[src/rtl/adc_seq_pkg.sv]
package adc_seq_pkg;
  localparam int REG_W      = 8;
  localparam int BIT_START  = 7;
  localparam int BIT_BUSY   = 6;
  localparam int CFG_LSB    = 3;
  localparam int CHAN_LSB   = 0;
  localparam logic ADDR_CTRL = 1'b0;
  localparam logic ADDR_CLK  = 1'b1;

  typedef enum logic [1:0] {
    ST_IDLE  = 2'd0,
    ST_ARMED = 2'd1,
    ST_RUN   = 2'd2
  } seq_state_e;

  typedef enum logic [1:0] {
    CLK_FAST = 2'b00,
    CLK_MID  = 2'b01,
    CLK_SLOW = 2'b10,
    CLK_ALT  = 2'b11
  } clk_sel_e;
endpackage

[src/rtl/adc_ctrl_regs.sv]
module adc_ctrl_regs
  import adc_seq_pkg::*;
(
  input  logic             clk_i,
  input  logic             rst_ni,
  input  logic             we_i,
  input  logic             addr_i,
  input  logic [REG_W-1:0] wdata_i,
  input  logic             busy_i,
  output logic [REG_W-1:0] rdata_o,
  output logic [2:0]       pin_cfg_o,
  output logic [2:0]       chan_o,
  output logic [1:0]       clk_sel_o,
  output logic             rise_o,
  output logic             fall_o
);
  logic       start_q;
  logic [2:0] cfg_q, chan_q;
  logic [1:0] sel_q;
  logic       ctrl_wr, clk_wr;
  logic       unused_wbits;

  assign ctrl_wr = we_i && (addr_i == ADDR_CTRL);
  assign clk_wr  = we_i && (addr_i == ADDR_CLK);
  assign rise_o  = ctrl_wr &&  wdata_i[BIT_START] && !start_q;
  assign fall_o  = ctrl_wr && !wdata_i[BIT_START] &&  start_q;
  assign unused_wbits = wdata_i[BIT_BUSY];

  always_ff @(posedge clk_i or negedge rst_ni) begin
    if (!rst_ni) begin
      start_q <= 1'b0;
      cfg_q   <= '0;
      chan_q  <= '0;
      sel_q   <= CLK_FAST;
    end else begin
      if (ctrl_wr) begin
        start_q <= wdata_i[BIT_START];
        cfg_q   <= wdata_i[CFG_LSB +: 3];
        chan_q  <= wdata_i[CHAN_LSB +: 3];
      end
      if (clk_wr) sel_q <= wdata_i[1:0];
    end
  end

  always_comb begin
    rdata_o = '0;
    if (addr_i == ADDR_CTRL) begin
      rdata_o[BIT_START]       = start_q;
      rdata_o[BIT_BUSY]        = busy_i;
      rdata_o[CFG_LSB +: 3]    = cfg_q;
      rdata_o[CHAN_LSB +: 3]   = chan_q;
    end else begin
      rdata_o[1:0] = sel_q;
    end
  end

  assign pin_cfg_o = cfg_q;
  assign chan_o    = chan_q;
  assign clk_sel_o = sel_q;

  assert_rise_sets_start_R3: assert property (@(posedge clk_i) disable iff (!rst_ni)
    rise_o |=> start_q);
  assert_fall_clears_start_R3: assert property (@(posedge clk_i) disable iff (!rst_ni)
    fall_o |=> !start_q);
endmodule

[src/rtl/adc_clk_div.sv]
module adc_clk_div
  import adc_seq_pkg::*;
#(
  parameter int DIV_FAST = 2,
  parameter int DIV_MID  = 8,
  parameter int DIV_SLOW = 32
) (
  input  logic       clk_i,
  input  logic       rst_ni,
  input  logic       load_i,
  input  logic       en_i,
  input  logic [1:0] sel_i,
  output logic       tick_o
);
  localparam int CW = $clog2(DIV_SLOW + 1);

  logic [CW-1:0] div_q, div_d, cnt_q;

  always_comb begin
    case (clk_sel_e'(sel_i))
      CLK_FAST: div_d = CW'(DIV_FAST);
      CLK_MID:  div_d = CW'(DIV_MID);
      default:  div_d = CW'(DIV_SLOW);
    endcase
  end

  assign tick_o = en_i && (cnt_q == div_q - CW'(1));

  always_ff @(posedge clk_i or negedge rst_ni) begin
    if (!rst_ni) begin
      div_q <= CW'(DIV_FAST);
      cnt_q <= '0;
    end else if (load_i) begin
      div_q <= div_d;
      cnt_q <= '0;
    end else if (!en_i || tick_o) begin
      cnt_q <= '0;
    end else begin
      cnt_q <= cnt_q + CW'(1);
    end
  end

  assert_tick_gap_R5: assert property (@(posedge clk_i) disable iff (!rst_ni)
    tick_o |=> !tick_o);
endmodule

[src/rtl/adc_sar_core.sv]
module adc_sar_core
  import adc_seq_pkg::*;
#(
  parameter int RES_W       = 8,
  parameter int SAMPLE_CLKS = 32,
  parameter int TOTAL_CLKS  = 76
) (
  input  logic             clk_i,
  input  logic             rst_ni,
  input  logic             pwr_i,
  input  logic             rise_i,
  input  logic             fall_i,
  input  logic             tick_i,
  input  logic             cmp_i,
  input  logic             irq_en_i,
  output logic             load_o,
  output logic             run_o,
  output logic             busy_o,
  output logic             sample_o,
  output logic [RES_W-1:0] dac_code_o,
  output logic [RES_W-1:0] result_o,
  output logic             irq_o
);
  localparam int CNT_W = $clog2(TOTAL_CLKS);
  localparam int IDX_W = (RES_W > 1) ? $clog2(RES_W) : 1;

  seq_state_e       state_q;
  logic [CNT_W-1:0] ad_cnt_q, bit_off;
  logic [IDX_W-1:0] bit_idx;
  logic [RES_W-1:0] sar_q, res_q, trial;
  logic             busy_q, irq_q, in_bits, last_tick, done;

  assign bit_off   = ad_cnt_q - CNT_W'(SAMPLE_CLKS);
  assign bit_idx   = IDX_W'(RES_W - 1) - bit_off[IDX_W-1:0];
  assign in_bits   = (state_q == ST_RUN) && (ad_cnt_q >= CNT_W'(SAMPLE_CLKS)) &&
                     (ad_cnt_q < CNT_W'(SAMPLE_CLKS + RES_W));
  assign trial     = in_bits ? (sar_q | (RES_W'(1) << bit_idx)) : sar_q;
  assign last_tick = tick_i && (ad_cnt_q == CNT_W'(TOTAL_CLKS - 1));
  assign load_o    = pwr_i && !rise_i && fall_i && (state_q == ST_ARMED);
  assign done      = pwr_i && !rise_i && (state_q == ST_RUN) && last_tick;

  always_ff @(posedge clk_i or negedge rst_ni) begin
    if (!rst_ni) begin
      state_q  <= ST_IDLE;
      ad_cnt_q <= '0;
      sar_q    <= '0;
      res_q    <= '0;
      busy_q   <= 1'b0;
      irq_q    <= 1'b0;
    end else if (!pwr_i) begin
      state_q <= ST_IDLE;
      busy_q  <= 1'b0;
      irq_q   <= 1'b0;
    end else begin
      irq_q <= 1'b0;
      if (rise_i) begin
        state_q  <= ST_ARMED;
        busy_q   <= 1'b1;
        ad_cnt_q <= '0;
        sar_q    <= '0;
      end else if (load_o) begin
        state_q  <= ST_RUN;
        ad_cnt_q <= '0;
        sar_q    <= '0;
      end else if (state_q == ST_RUN && tick_i) begin
        ad_cnt_q <= ad_cnt_q + CNT_W'(1);
        if (in_bits) sar_q[bit_idx] <= cmp_i;
        if (last_tick) begin
          res_q   <= sar_q;
          state_q <= ST_IDLE;
          busy_q  <= 1'b0;
          irq_q   <= irq_en_i;
        end
      end
    end
  end

  assign run_o      = (state_q == ST_RUN);
  assign busy_o     = busy_q;
  assign sample_o   = (state_q == ST_RUN) && (ad_cnt_q < CNT_W'(SAMPLE_CLKS));
  assign dac_code_o = trial;
  assign result_o   = res_q;
  assign irq_o      = irq_q;

  assert_irq_single_R8: assert property (@(posedge clk_i) disable iff (!rst_ni)
    irq_q |=> !irq_q);
  assert_irq_gated_R8: assert property (@(posedge clk_i) disable iff (!rst_ni)
    irq_q |-> $past(irq_en_i));
  assert_result_hold_R7: assert property (@(posedge clk_i) disable iff (!rst_ni)
    !done |=> $stable(res_q));
  assert_sample_busy_R6: assert property (@(posedge clk_i) disable iff (!rst_ni)
    sample_o |-> busy_q);
  assert_pwr_off_idle_R10: assert property (@(posedge clk_i) disable iff (!rst_ni)
    !pwr_i |=> !busy_q && !run_o);
  assert_abort_keeps_busy_R9: assert property (@(posedge clk_i) disable iff (!rst_ni)
    (pwr_i && rise_i) |=> busy_q && !run_o);
endmodule

[src/rtl/adc_seq_ctrl.sv]
module adc_seq_ctrl
  import adc_seq_pkg::*;
#(
  parameter int RES_W       = 8,
  parameter int SAMPLE_CLKS = 32,
  parameter int TOTAL_CLKS  = 76,
  parameter int DIV_FAST    = 2,
  parameter int DIV_MID     = 8,
  parameter int DIV_SLOW    = 32
) (
  input  logic             clk_i,
  input  logic             rst_ni,
  input  logic             reg_we_i,
  input  logic             reg_addr_i,
  input  logic [7:0]       reg_wdata_i,
  output logic [7:0]       reg_rdata_o,
  input  logic             irq_en_i,
  input  logic             cmp_i,
  output logic [RES_W-1:0] dac_code_o,
  output logic             sample_o,
  output logic             pwr_en_o,
  output logic [2:0]       pin_cfg_o,
  output logic [2:0]       chan_o,
  output logic [RES_W-1:0] result_o,
  output logic             irq_o
);
  logic       busy, rise, fall, tick, load, run;
  logic [1:0] clk_sel;
  logic [2:0] cfg;

  adc_ctrl_regs u_regs (
    .clk_i, .rst_ni,
    .we_i(reg_we_i), .addr_i(reg_addr_i), .wdata_i(reg_wdata_i),
    .busy_i(busy), .rdata_o(reg_rdata_o),
    .pin_cfg_o(cfg), .chan_o(chan_o), .clk_sel_o(clk_sel),
    .rise_o(rise), .fall_o(fall)
  );

  assign pwr_en_o  = |cfg;
  assign pin_cfg_o = cfg;

  adc_clk_div #(.DIV_FAST(DIV_FAST), .DIV_MID(DIV_MID), .DIV_SLOW(DIV_SLOW)) u_div (
    .clk_i, .rst_ni, .load_i(load), .en_i(run), .sel_i(clk_sel), .tick_o(tick)
  );

  adc_sar_core #(.RES_W(RES_W), .SAMPLE_CLKS(SAMPLE_CLKS), .TOTAL_CLKS(TOTAL_CLKS)) u_core (
    .clk_i, .rst_ni,
    .pwr_i(pwr_en_o), .rise_i(rise), .fall_i(fall), .tick_i(tick),
    .cmp_i, .irq_en_i,
    .load_o(load), .run_o(run), .busy_o(busy), .sample_o,
    .dac_code_o, .result_o, .irq_o
  );
endmodule

[config.mk]
export PLATFORM = sky130hd
export DESIGN_NAME = adc_seq_ctrl
export DESIGN_NICKNAME = d
export VERILOG_FILES = /design/src/rtl/adc_seq_pkg.sv /design/src/rtl/adc_ctrl_regs.sv /design/src/rtl/adc_clk_div.sv /design/src/rtl/adc_sar_core.sv /design/src/rtl/adc_seq_ctrl.sv
export SDC_FILE = /design/constraint.sdc
export NUM_CORES = 1
export LEC_CHECK = 0
export ABC_AREA = 1
export ABC_CLOCK_PERIOD_IN_PS = 3100
export BUFFER_PORTS_ARGS = -buffer_cell sky130_fd_sc_hd__buf_2
export CAP_MARGIN = 20
export CORE_MARGIN = 1.5
export CORE_UTILIZATION = 55
export DETAILED_ROUTE_END_ITERATION = 8
export PLACE_DENSITY = 0.79
export SETUP_SLACK_MARGIN = 0.15
export SLEW_MARGIN = 40
export SYNTH_ARGS = -nofsm -noshare
export SYNTH_HDL_FRONTEND = slang
export SYNTH_HIERARCHICAL = 1
export SYNTH_SLANG_ARGS = --single-unit
[constraint.sdc]
create_clock -name clk_i -period 3.1 [get_ports clk_i]
set_input_delay 0.31 -clock clk_i [delete_from_list [all_inputs] [get_ports clk_i]]
set_output_delay 0.31 -clock clk_i [all_outputs]
set_load 0.1 [all_outputs]
=== After elaboration in Yosys (flattened, before gate mapping) ===
Cells that the tools add are included.

* Memories: 0
* Bits in registers: 48
* ROM bits: 0
* Bits in latches: 0
* Logic and storage cells: 98
* RAM bits: 0

* Shift-type cells: 1
* Equal/unequal tests: 10
* Reduce and logical (&&, ||, !) cells: 30
* Multipliers: 0
* $add $sub $neg: 5
* Bitwise gates (word level): 4
* Div/mod/pow operators: 0
* Magnitude comparators: 5
* Mux-type cells: 31

{| class="wikitable"
|+ Operators by type and width
! kind !! number
|-
| $mux 8 || 5
|-
| $mux 7 || 3
|-
| $mux 6 || 3
|-
| $logic_and 1x1->1 || 16
|-
| $lt 7x6->1 const B || 2
|-
| $mux 2 || 6
|-
| $pmux 6 s2 || 1
|-
| $mux 1 || 11
|-
| $ne 3x3->1 const B || 3
|-
| $bwmux 8 || 1
|-
| $ne 4x4->1 const B || 2
|-
| $or 8x8->8 || 1
|-
| $shl 1x3->8 const A || 1
|-
| $add 7x1->7 const B || 1
|-
| $eq 7x7->1 const B || 1
|-
| $ge 7x6->1 const B || 1
|-
| $add 6x1->6 const B || 1
|-
| $eq 6x6->1 || 1
|-
| $reduce_and 3->1 || 2
|-
| $reduce_bool 3->1 || 2
|-
| $sub 6x1->6 const B || 1
|-
| $reduce_and 5->1 || 1
|-
| $eq 2x1->1 const B || 2
|-
| $logic_not 1->1 || 4
|-
| 11 further kinds || 14
|}

=== Longest topological paths before layout ===
* Depth after elaboration: 11
* Gate-level depth with buffers: 16

=== Modules after synthesis ===
The synthesis kept the hierarchy.

{| class="wikitable"
|+ By module, submodules not included
! module !! seq. area each (um2) !! instances !! area an instance (um2) !! cells each
|-
| adc_sar_core || 675.6 || 1 || 1581.5 || 201
|-
| adc_clk_div || 226.5 || 1 || 495.5 || 67
|-
| adc_ctrl_regs || 225.2 || 1 || 476.7 || 63
|-
| adc_seq_ctrl || 0.0 || 1 || 11.3 || 3
|}

=== Worst setup path before layout ===
Ideal clock, no wire load.

* Kind: register to output
* From: register u_core.state_q[0]
* To: output port sample_o
* Buffers on the path: 0
* Arrival: 3.364 ns
* Stages on the path, launching flop included: 2
* Path slack: -0.574 ns
* Cells stage by stage: dfrtp_1 > nor4_1

* Cells in the longest elaborated chain, start to end: 2

{| class="wikitable"
|+ Ends and longest elaborated chain
! what !! line !! source
|-
| start, declared || adc_sar_core.sv:27 || <nowiki>seq_state_e state_q;</nowiki>
|-
| start signal, assigned || adc_sar_core.sv:44 || <nowiki>state_q <= ST_IDLE;</nowiki>
|-
| start signal, assigned || adc_sar_core.sv:51 || <nowiki>state_q <= ST_IDLE;</nowiki>
|-
| start signal, assigned || adc_sar_core.sv:57 || <nowiki>state_q <= ST_ARMED;</nowiki>
|-
| $eq 2x2->1 || adc_sar_core.sv:80 || <nowiki>assign sample_o = (state_q == ST_RUN) && (ad_cnt_q < CNT_W'(SAMPLE_CLKS));</nowiki>
|-
| $logic_and 1x1->1 || adc_sar_core.sv:80 ||
|-
| end, declared || adc_seq_ctrl.sv:20 || <nowiki>output logic sample_o,</nowiki>
|}

No other way between the ends.

=== Worst setup path after layout ===
* From: register u_div.div_q[1]
* To: register u_core.res_q[5] (netlist: u_core/result_o[5])

* Cells in the longest elaborated chain, start to end: 5

{| class="wikitable"
|+ Ends and longest elaborated chain
! what !! line !! source
|-
| start, declared || adc_clk_div.sv:17 || <nowiki>logic [CW-1:0] div_q, div_d, cnt_q;</nowiki>
|-
| start signal, assigned || adc_clk_div.sv:31 || <nowiki>div_q <= CW'(DIV_FAST);</nowiki>
|-
| start signal, assigned || adc_clk_div.sv:34 || <nowiki>div_q <= div_d;</nowiki>
|-
| $sub 6x1->6 (*) || adc_clk_div.sv:27 || <nowiki>assign tick_o = en_i && (cnt_q == div_q - CW'(1));</nowiki>
|-
| $eq 6x6->1 (*) || adc_clk_div.sv:27 ||
|-
| $logic_and 1x1->1 (*) || adc_clk_div.sv:27 ||
|-
| net tick || adc_seq_ctrl.sv:27 || <nowiki>logic busy, rise, fall, tick, load, run;</nowiki>
|-
| $logic_and 1x1->1 (on tied branches) || adc_sar_core.sv:65, adc_sar_core.sv:38 ||
|-
| $reduce_and 5->1 (no line) (*) || -- ||
|-
| end signal, assigned || adc_sar_core.sv:69 || <nowiki>res_q <= sar_q;</nowiki>
|-
| end, declared || adc_sar_core.sv:30 || <nowiki>logic [RES_W-1:0] sar_q, res_q, trial;</nowiki>
|}

The timed path passes the listed nets; every way through them passes the cells marked *.
A chain may end at the register's enable or synchronous reset.

==> flow_summary.yaml <==
setup_path:
  regToRegStartpoint: "u_div/div_q[1]$_DFFE_PN1P_"
  cp-startpoint: "u_div/div_q[1]$_DFFE_PN1P_"
  cp-start-kind: "flop"
  cp-end-kind: "flop"
  criticalPathCategory: "reg2reg"
  slowest_delay_ns: 0.54
  cp.required_ns: 3.28
  cp_cell_sequence: "inv_1, ha_1, inv_1, nand2_1, nand2_1, nor2_1, nand3_1, nor2_1, nand2_2, inv_2, nand2_2, inv_2, nand2_2, nand2_1, o21ai_2"
  critPathArrivalTime_ns: 2.51
  r2r_cells: 15
  path_max_fanout: 17
  critPathSlowestCell: "dfstp_2"
synth:
  ys_ff_latch: 45
  avgSynthCellArea_um2: 7.680
  syn_inst: 334
  synth_cell_types: 31
  yosysSeqAreaShare_pct: 43.95
  netlist_area_um2: 2565
  ys.flop_type: "dfrtp_1"
  syn-num-nets: 356
  async_reset_ff_share_pct: 100.0
  synth_warnings: 6
  synth-edff-count: 0
sta:
  setup_tns_ns: 0
  period_minus_slack_ns: 2.333
  setup_viol: 0
  period_share_pct: 75.25
  hold_violations: 1
  drv_slew: 0
  skew_ns: 0.005412
  max_slew_margin_pct: 62.07
  hold_slack_ns: -0.001606
  worst_slew_pin_slew_ns: 0.5689
  rsz0062_at_grt: "false"
  fmax_mhz: 428.7
grt:
  grt_max_degree: 46
  grt_usage_pct: 21.07
  antenna_found_initial: 0
  grt_pass1_vias: 2048
  grt_pass1_wl_um: 8583
  grt_overflow: 0
die:
  die_x_um: 71.29
  core-area_um2: 4414
  num_rows: 24
  die_y_um: 71.29
  ioPinCount: 47
  start_util_pct: 58.11
  die_area_um2: 5082
place:
  dp_cells: 424
  gp_congestion: 0.7978
  dp_hpwl_um: 3585
  io_buffer_count: 45
routing:
  wl_met2_um: 2348
  avgViaCountPerCell: 5.079
  wl_met1_um: 2310
  vias: 2194
  post_drt_wl_per_cell_um: 11.43
  drt_iter0_drc: 124
  drt-total-wl_um: 4936
  ant_nets: 0
  drtPass1Iterations: 5
  top_layer: "met4"
  wl_met3_um: 201
  drc: 0
clock_network:
  cts_tree: "done"
  cts_resized: 0
  h-tree-depth: 2
  cts_buffers: 5
  cts_setup_buffers: 0
  clk_latency_ns: 0.30
  clk_pin_slew_ns: 0.08
  cts_hold_buf: 0
  clock_sinks: 45
  cts_root_buf: "clkbuf_8"
  ctsLongestPathBuffers: 2
cells_and_area:
  stdcell_count: 432
  drive_above_1_share_pct: 23.42
  antenna_cells: 0
  layout_commonest_cell: "nand2_1"
  area_delta_synth_final_pct: 13.90
  fin_nets: 401
  layout.cells.most_common_list: "nand2_1 (96), inv_1 (44), buf_2 (44), dfrtp_1 (44), nand3_1 (32)"
  finish.utilization_pct: 66.18
pwr:
  sw_frac_of_total_pct: 39.24
  pwr-share-seq_pct: 41.4
  internal_power_uw: 990.1
  cellPowerDensity_nw_per_um2: 557.8
  ir_worst_vdd_v: 0.0005107
  power_frac_clock_pct: 27.9
  p_switching_uw: 639.4
  power_leakage_uw: 0.001579
  comb_power_share_pct: 30.7
status:
  violations: "hold timing"
  status: "finished with violations"
hold_path:
  hold_path_class: "in2async"
flow_run:
  cap_violations: 0
## path summary, 6_finish.rpt
check,slack [ns],endpoint
worst max-delay path,0.77,u_core/result_o[5]$_DFFE_PN0P_
max in group asynchronous,2.70,u_core/sar_q[2]$_DFFE_PN0P_
worst max register to register,0.77,u_core/result_o[5]$_DFFE_PN0P_
worst min-delay path,-0.002,u_regs/chan_o[2]$_DFFE_PN0N_
min in group clk_i,0.22,u_core/irq_o$_DFF_PN0_
worst min register to register,0.48,u_core/result_o[1]$_DFFE_PN0P_
## per-stage QoR
| step | setup WS, ns | area (um^2) | total power, uW |
|---|---|---|---|
| floorplan | 0.3984 | 2574 | 1105 |
| global placement | 0.8362 | 2803 | 1180 |
| detailed placement | 0.8057 | 2805 | 1187 |
| CTS | 0.7569 | 2922 | 1650 |
| global route | 0.5785 | 2922 | 1708 |
| finish | 0.7674 | 2922 | 1630 |
## cell families (layout without fill, tap and decap cells)
kind of cell	Yosys count	in the layout	synth area share, %
AO/OA/AOI/OAI	31	31	7.708
XOR/XNOR	3	3	1.025
adder cells (fa/ha/maj)	8	8	3.903
buffers and inverters	60	106	10.19
flip-flops	45	45	43.95
AND/OR/NAND/NOR	187	187	33.22
## sequential cells by signal, summed over array words and instances (netlist names)
register / cells
u_core/state_q: 2
u_core/result_o: 8
u_core/irq_o: 1
u_regs/chan_o: 3
u_regs/start_q: 1
u_div/cnt_q: 6
u_regs/clk_sel_o: 2
u_div/div_q: 3
u_core/busy_o: 1
u_core/sar_q: 8
u_core/ad_cnt_q: 7
u_regs/pin_cfg_o: 3
## power by group through the flow
| stage | Combinational, uW | Clock [uW] | Sequential, uW |
|---|---|---|---|
| 3_5_place_dp | 501 | 0 | 686 |
| 2_1_floorplan | 352 | 0 | 752 |
| 4_1_cts | 504 | 471 | 674 |
| 5_1_grt | 533 | 493 | 683 |
| 6_report | 500 | 455 | 674 |
| 3_3_place_gp | 495 | 0 | 685 |
## cells in the mapped netlist (2+ instances only)
master,instances,area [um^2]
nor2_2,3,18.77
a21oi_1,2,10.01
o21ai_2,8,70.07
inv_1,44,165.2
o21ai_1,7,35.03
nand2_1,97,364.1
nor2_1,30,112.6
nor2_4,2,22.52
ha_1,8,100.1
nand3_1,32,160.2
inv_2,8,30.03
dfrtp_1,44,1101
o21ai_0,12,60.06
nand3_2,3,30.03
nand2_2,5,31.28
xor2_1,2,17.52
nand4_1,10,62.56
buf_6,4,45.04
## critical path, delay by kind of cell (launching register included)
kind	cells	cell delay [ns]
and+or+nand+nor	9	1.05
buffers and inverters	4	0.27
adders and majority gates	1	0.29
AOI/OAI and AO/OA	1	0.06
DFF	1	0.54
## area by class of cell
type                            instances  area (um^2)
Fill cell                             386         1493
Multi-Input combinational cell        229         1185
Sequential cell                        45         1127
Timing Repair Buffer                   45        227.7
Inverter                               53        200.2
Clock buffer                            7        86.33
Tap cell                               52        65.06
Clock inverter                          1        30.03
## layer usage
| layer | vias to the layer above | global-route usage, % |
|---|---|---|
| met1 | 995 | 27.33 |
| met5 | - | 0 |
| li1 | 1137 | - |
| met3 | 9 | 4.782 |
| met2 | 53 | 34.05 |
| met4 | 0 | 9.015 |
Power figures use the tool's default switching activity.
